==> config.mk <==
export PLATFORM = sky130hd
export DESIGN_NAME = pwmw_dac
export DESIGN_NICKNAME = d
export VERILOG_FILES = /design/src/rtl/pwmw_pkg.sv /design/src/rtl/pwmw_period_ctr.sv /design/src/rtl/pwmw_duty_scale.sv /design/src/rtl/pwmw_compare.sv /design/src/rtl/pwmw_dac.sv
export SDC_FILE = /design/constraint.sdc
export NUM_CORES = 1
export LEC_CHECK = 0
export BUFFER_PORTS_ARGS = -buffer_cell sky130_fd_sc_hd__clkbuf_2
export CAP_MARGIN = 30
export CORE_MARGIN = 3
export CORE_UTILIZATION = 40
export CTS_CLUSTER_SIZE = 25
export DETAILED_ROUTE_END_ITERATION = 8
export GPL_ROUTABILITY_DRIVEN = 0
export PLACE_DENSITY_LB_ADDON = 0.15
export SLEW_MARGIN = 10
export SYNTH_ARGS = -nofsm -noshare
export SYNTH_HDL_FRONTEND = slang
export SYNTH_HIERARCHICAL = 1
export SYNTH_SLANG_ARGS = --single-unit
==> constraint.sdc <==
create_clock -name clk -period 36.1 [get_ports clk]
set_clock_uncertainty 0.1 [all_clocks]
set_input_delay 7.22 -clock clk [delete_from_list [all_inputs] [get_ports clk]]
set_output_delay 7.22 -clock clk [all_outputs]
set_load 0.03 [all_outputs]
==> src/rtl/pwmw_pkg.sv <==
// Shared constants of the windowed PWM modulator.
// Assumes an unsigned sample and a power-of-two period length.
package pwmw_pkg;
    localparam int PWMW_SAMPLE_W = 10;   // sample width
    localparam int PWMW_PERIOD_W = 10;   // log2 of period length in clocks
    localparam int PWMW_DUTY_LO  = 155;  // high clocks at code 0
    localparam int PWMW_SPAN     = 776;  // extra high clocks at full code
endpackage

==> src/rtl/pwmw_period_ctr.sv <==
// Free-running period counter with a registered period-start strobe.
// Assumes the period is 2**PERIOD_W clocks, so the counter wraps naturally.
module pwmw_period_ctr #(
    parameter int PERIOD_W = 10
) (
    input  logic                clk,
    input  logic                rst_n,
    output logic [PERIOD_W-1:0] cnt_q,
    output logic [PERIOD_W-1:0] cnt_next,
    output logic                wrap,
    output logic                start_o
);
    localparam logic [PERIOD_W-1:0] CNT_MAX = '1;

    // Next count and the end-of-period flag.
    always_comb begin
        cnt_next = cnt_q + 1'b1;
        wrap     = (cnt_q == CNT_MAX);
    end

    // Counter register and strobe aligned with counter value 0.
    always_ff @(posedge clk) begin
        if (!rst_n) begin
            cnt_q   <= '0;
            start_o <= 1'b1;
        end else begin
            cnt_q   <= cnt_next;
            start_o <= (cnt_next == '0);
        end
    end

    // counter advances by one every cycle
    a_r2_count_step: assert property (@(posedge clk) disable iff (!rst_n)
        1'b1 |=> (cnt_q == PERIOD_W'($past(cnt_q) + 1'b1)));
    // strobe only at counter zero
    a_r6_strobe_at_zero: assert property (@(posedge clk) disable iff (!rst_n)
        start_o |-> (cnt_q == '0));
    // strobe lasts one cycle
    a_r6_strobe_single: assert property (@(posedge clk) disable iff (!rst_n)
        start_o |=> !start_o);
endmodule

==> src/rtl/pwmw_duty_scale.sv <==
// Affine map of an unsigned sample into the duty window:
// duty = LO + floor(sample * SPAN / (2**SAMPLE_W - 1)).
// Assumes LO + SPAN fits in DUTY_W bits. The divisor is a constant.
module pwmw_duty_scale #(
    parameter int SAMPLE_W = 10,
    parameter int DUTY_W   = 11,
    parameter int LO       = 155,
    parameter int SPAN     = 776
) (
    input  logic [SAMPLE_W-1:0] sample_i,
    output logic [DUTY_W-1:0]   duty_o
);
    localparam int FULL_CODE = (2 ** SAMPLE_W) - 1;
    localparam int PROD_W    = SAMPLE_W + $clog2(SPAN + 1);

    logic [PROD_W-1:0] prod;
    logic [PROD_W-1:0] quot;

    // Widened multiply, truncating divide, then add the window floor.
    always_comb begin
        prod   = PROD_W'(sample_i) * PROD_W'(SPAN);
        quot   = prod / PROD_W'(FULL_CODE);
        duty_o = DUTY_W'(LO) + DUTY_W'(quot);
    end

    // scaled duty stays inside the window
    always_comb begin
        a_r3_scale_window: assert (duty_o >= DUTY_W'(LO) && duty_o <= DUTY_W'(LO + SPAN));
    end
endmodule

==> src/rtl/pwmw_compare.sv <==
// Duty register loaded at period wrap, plus a registered comparator.
// Assumes cnt_next and wrap come from the period counter in the same cycle.
module pwmw_compare #(
    parameter int PERIOD_W = 10,
    parameter int DUTY_W   = 11,
    parameter int DUTY_RST = 543,
    parameter int LO       = 155,
    parameter int HI       = 931
) (
    input  logic                clk,
    input  logic                rst_n,
    input  logic [PERIOD_W-1:0] cnt_q,
    input  logic [PERIOD_W-1:0] cnt_next,
    input  logic                wrap,
    input  logic [DUTY_W-1:0]   duty_new,
    output logic                pwm_o
);
    logic [DUTY_W-1:0] duty_q;
    logic [DUTY_W-1:0] duty_next;

    // Duty value in force for the cycle being entered.
    always_comb begin
        duty_next = wrap ? duty_new : duty_q;
    end

    // Duty latch and the glitch-free output register.
    always_ff @(posedge clk) begin
        if (!rst_n) begin
            duty_q <= DUTY_W'(DUTY_RST);
            pwm_o  <= 1'b1;
        end else begin
            duty_q <= duty_next;
            pwm_o  <= (DUTY_W'(cnt_next) < duty_next);
        end
    end

    // duty reloads only after the counter-max cycle
    a_r4_hold_mid_period: assert property (@(posedge clk) disable iff (!rst_n)
        !wrap |=> $stable(duty_q));
    // latched duty within the window
    a_r3_duty_window: assert property (@(posedge clk) disable iff (!rst_n)
        (duty_q >= DUTY_W'(LO)) && (duty_q <= DUTY_W'(HI)));
    // high exactly while counter is below duty
    a_r5_high_below: assert property (@(posedge clk) disable iff (!rst_n)
        pwm_o |-> (DUTY_W'(cnt_q) < duty_q));
    a_r5_low_above: assert property (@(posedge clk) disable iff (!rst_n)
        !pwm_o |-> (DUTY_W'(cnt_q) >= duty_q));
endmodule

==> src/rtl/pwmw_dac.sv <==
// Top of the windowed PWM modulator: counter, scaler and comparator.
// Assumes the sample is synchronous to clk; it is sampled once per period.
module pwmw_dac
    import pwmw_pkg::*;
#(
    parameter int SAMPLE_W = PWMW_SAMPLE_W,
    parameter int PERIOD_W = PWMW_PERIOD_W,
    parameter int DUTY_LO  = PWMW_DUTY_LO,
    parameter int SPAN     = PWMW_SPAN
) (
    input  logic                clk,
    input  logic                rst_n,
    input  logic [SAMPLE_W-1:0] sample_i,
    output logic                pwm_o,
    output logic                period_start_o
);
    localparam int DUTY_W    = PERIOD_W + 1;
    localparam int FULL_CODE = (2 ** SAMPLE_W) - 1;
    localparam int MID_CODE  = 2 ** (SAMPLE_W - 1);
    localparam int DUTY_MID  = DUTY_LO + (MID_CODE * SPAN) / FULL_CODE;

    logic [PERIOD_W-1:0] cnt_q;
    logic [PERIOD_W-1:0] cnt_next;
    logic                wrap;
    logic [DUTY_W-1:0]   duty_new;

    pwmw_period_ctr #(.PERIOD_W(PERIOD_W)) u_ctr (
        .clk      (clk),
        .rst_n    (rst_n),
        .cnt_q    (cnt_q),
        .cnt_next (cnt_next),
        .wrap     (wrap),
        .start_o  (period_start_o)
    );

    pwmw_duty_scale #(
        .SAMPLE_W (SAMPLE_W),
        .DUTY_W   (DUTY_W),
        .LO       (DUTY_LO),
        .SPAN     (SPAN)
    ) u_scale (
        .sample_i (sample_i),
        .duty_o   (duty_new)
    );

    pwmw_compare #(
        .PERIOD_W (PERIOD_W),
        .DUTY_W   (DUTY_W),
        .DUTY_RST (DUTY_MID),
        .LO       (DUTY_LO),
        .HI       (DUTY_LO + SPAN)
    ) u_cmp (
        .clk      (clk),
        .rst_n    (rst_n),
        .cnt_q    (cnt_q),
        .cnt_next (cnt_next),
        .wrap     (wrap),
        .duty_new (duty_new),
        .pwm_o    (pwm_o)
    );

    // reset state seen at the ports
    a_r7_reset_idle: assert property (@(posedge clk)
        !rst_n |=> (pwm_o && period_start_o));
endmodule

==> results.md <==
* Outcome: finished clean
* ANT cells at 0
* Met1 Track Usage GR at 30.1%
* Fmax at 45.2 MHz
* Seq/Total Area, Yosys at 8.09%
* Crit path DAT at 22.13 ns
* Worst stage delay on the critical path at 0.70 ns
* Die height at 125 um
* Most common cell after layout, fill and taps aside: nand2_1
* Worst-Margin Slew at 0.868 ns
* Simple-gate portion of the synthesized area at 29.7%
* Adder-cell share of the synthesized area at 14.8%
* Initial cell density of the core at 42.0%
* WL final at 16.8 mm
* Slowest cell on crit path: mux2i_1
* CTS resizes at 0
* Syn Std Cell Area at 5690 um2
* Largest family of logic cells by synthesized area: compound AO/OA/AOI/OAI gates
* GRT Util Overall at 20.4%
* First-pass GRT wire length at 27.7 mm
* Num CTS Buffers at 3
* Primary FF master, synth: dfxtp_1
* Final nets at 836
* Die area at 15,700 um2
* Synthesis-to-finish area growth at 4.13%
* Min-delay src: u_cmp/duty_q[1]$_SDFF_PN1_
* Slew headroom at 41.7%
* Crit path top cell by count: ha_1
* DRT iter0 DRCs at 754
* Clk slew on worst S/H paths at 0.06 ns
* Crit path capture type: register
* MaxCap Viol Count at 0
* Pwr Density at 69.8 nW/um2
* Initial antenna violation count at 0
* Met3 Use GR at 1.41%
* Unrepaired setup endpoints after global routing: false
* Clk Latency, worst-skew pair at 0.25 ns
* Critical setup path kind: in -> reg
* Via count at 6,043
* Final worst path period need at 22.11 ns
* Gate Count Post-Synth at 770
* Met2 Track Usage GR at 33.4%
* Drt via density at 6.48
* Endpoints failing setup at 0
* Launch point of the worst reg-to-reg path: u_ctr/cnt_q[0]$_SDFF_PN0_
* Netlist cell types at 97
* Setup TNS at 0 ns
* CP Launch Point: sample_i[4]
* Share of cells above drive strength 1 at 9.51%
* Core area at 13,600 um2
* DRC Markers at 0
* 1st-pass router iterations at 6
* Overflow after GRT at 0
* Final hold slack at 0.378 ns
* I/O pins at 14
* Seq cells post-synth at 23
* Period utilization at 61.3%
* Worst Setup Start Kind: input port
* TritonCTS clock tree: yes
* Post-cts hold buffer count at 0
* Most frequent cells in the layout: nand2_1 (67), ha_1 (64), nor2_1 (64)
* Top Family by Delay on Critical Path: compound AO/OA/AOI/OAI gates
* CTS sink cnt at 23
* Endpoints failing hold at 0
* Min-delay worst type: reg -> reg
* CTS H-Tree Depth at 1
* Mux cell area share after synthesis at 3.94%
* Max FO, Critical Path at 20
* Routed length per instance at 18.0 um
* Detailed Place HPWL at 13.5 mm
* Slew Viols, Final at 0
* Post-CTS setup buffer count at 0
* Grt peak-use layer: met2
* Synth Area in Compound Gates at 33.4%
* Vias in the first global route at 5,513
* Crit path depth at 54
* Routed Antenna Nets at 0
* VDD IR max at 28.2 uV
* Buffers and inverters on the worst path at 3
* Hold Path Depth at 2
* Clock root cell: clkbuf_16
* # rows at 42
* EDFF count, synth at 0
* Yosys warns at 6
* Port Buf Inserts at 13
* Crit path required time at 36.12 ns
* Leakage at 2.29 nW
* Longest Clk Path Bufs at 2
* Xor-xnor portion of the synthesized cell area at 6.13%
* Synthesized net count at 848
* Largest net degree at the start of global routing at 24
* Async S/R FF share, synth at 0%
* Die width at 125 um
* Synthesized area per cell at 7.39 um2
* Cells on worst reg2reg path at 10
cells in the mapped netlist (all sizes together), types with 4 or more instances:
| cell type | instances | share of area (%) |
|---|---|---|
| inv | 24 | 1.6 |
| nand4b | 4 | 0.73 |
| nor2b | 11 | 1.2 |
| o2111ai | 6 | 0.92 |
| nor4 | 9 | 1.1 |
| o311a | 5 | 0.88 |
| a31o | 4 | 0.62 |
| a21oi | 49 | 4.3 |
| ha | 64 | 14 |
| buf | 9 | 0.97 |
| xor2 | 10 | 1.5 |
| and2 | 18 | 2.0 |
| nand3 | 35 | 3.4 |
| or2 | 13 | 1.4 |
| mux2i | 19 | 3.3 |
| a21o | 12 | 1.6 |
| a211oi | 17 | 3.0 |
| o21ai | 43 | 4.0 |
| o21a | 7 | 0.92 |
| nor2 | 66 | 4.5 |
| nand2b | 10 | 1.1 |
| xnor2 | 29 | 4.6 |
| clkbuf | 22 | 1.5 |
| o211ai | 12 | 1.8 |
| o22ai | 5 | 0.55 |
| a211o | 5 | 0.77 |
| a311oi | 7 | 1.5 |
| a31oi | 15 | 1.6 |
| o211a | 7 | 1.2 |
| nand2 | 67 | 4.4 |
| nor4b | 7 | 1.2 |
| and3 | 14 | 1.5 |
| nand4 | 11 | 1.4 |
| o31ai | 10 | 1.8 |
| nor3 | 28 | 2.7 |
| or3 | 11 | 1.3 |
| dfxtp | 23 | 8.1 |
power breakdown:
group | switching (mW) | internal (mW)
Clock | 0.00911 | 0.0149
Combinational | 0.239 | 0.125
Sequential | 0.000459 | 0.0257
per-stage QoR:
| step | total power, mW | worst slack [ns] | area (um2) | utilization (%) | instances |
|---|---|---|---|---|---|
| 6_report | 0.414 | 13.99 | 5930 | 43.7 | 933 |
| 5_1_grt | 0.454 | 12.85 | 5930 | 43.7 | 933 |
| 4_1_cts | 0.406 | 14.32 | 5930 | 43.7 | 933 |
| 3_5_place_dp | 0.380 | 14.07 | 5850 | 43.1 | 929 |
| 3_3_place_gp | 0.377 | 14.40 | 5840 | 43.1 | 928 |
| 2_1_floorplan | 0.309 | 15.79 | 5690 | - | 770 |
metal layers:
metal / vias up / routed length (um)
li1: 2940 / -
met1: 2840 / 7910
met2: 235 / 7720
met3: 28 / 911
met4: 0 / 208
met5: - / 0
sequential cells by signal, indices dropped and copies added (netlist names):
| signal | flops |
|---|---|
| u_cmp/duty_q | 11 |
| u_cmp/pwm_o | 1 |
| u_ctr/cnt_q | 10 |
| u_ctr/start_o | 1 |
cell type report:
cell class | instances | area (um2)
Clock buffer | 3 | 75.1
Clock inverter | 1 | 5.00
Fill cell | 1414 | 7630
Inverter | 24 | 90.1
Multi-Input combinational cell | 692 | 5000
Sequential cell | 23 | 460
Tap cell | 176 | 220
Timing Repair Buffer | 14 | 72.6
worst reg2reg max path: cells and delay by family (launching register included):
family | cells | cell delay, ns
and+or+nand+nor | 3 | 0.99
AOI/OAI and AO/OA | 4 | 0.71
adders and majority gates | 2 | 0.60
DFF | 1 | 0.44
muxes | 1 | 0.36
worst paths after layout:
| kind | endpoint | slack [ns] |
|---|---|---|
| setup / recovery | u_cmp/pwm_o$_SDFF_PN1_ | 13.99 |
| hold / removal | u_cmp/duty_q[1]$_SDFF_PN1_ | 0.38 |
| setup reg to reg | u_cmp/pwm_o$_SDFF_PN1_ | 32.85 |
| hold reg to reg | u_cmp/duty_q[1]$_SDFF_PN1_ | 0.38 |
cell families after synthesis:
kind of cell             after synthesis
AND/OR/NAND/NOR                      315
AO/OA/AOI/OAI                        250
adder cells (fa/ha/maj)               66
buffers and inverters                 55
XOR/XNOR                              39
flip-flops                            23
multiplexers                          22
No activity file was read; power rests on OpenSTA's default activity.
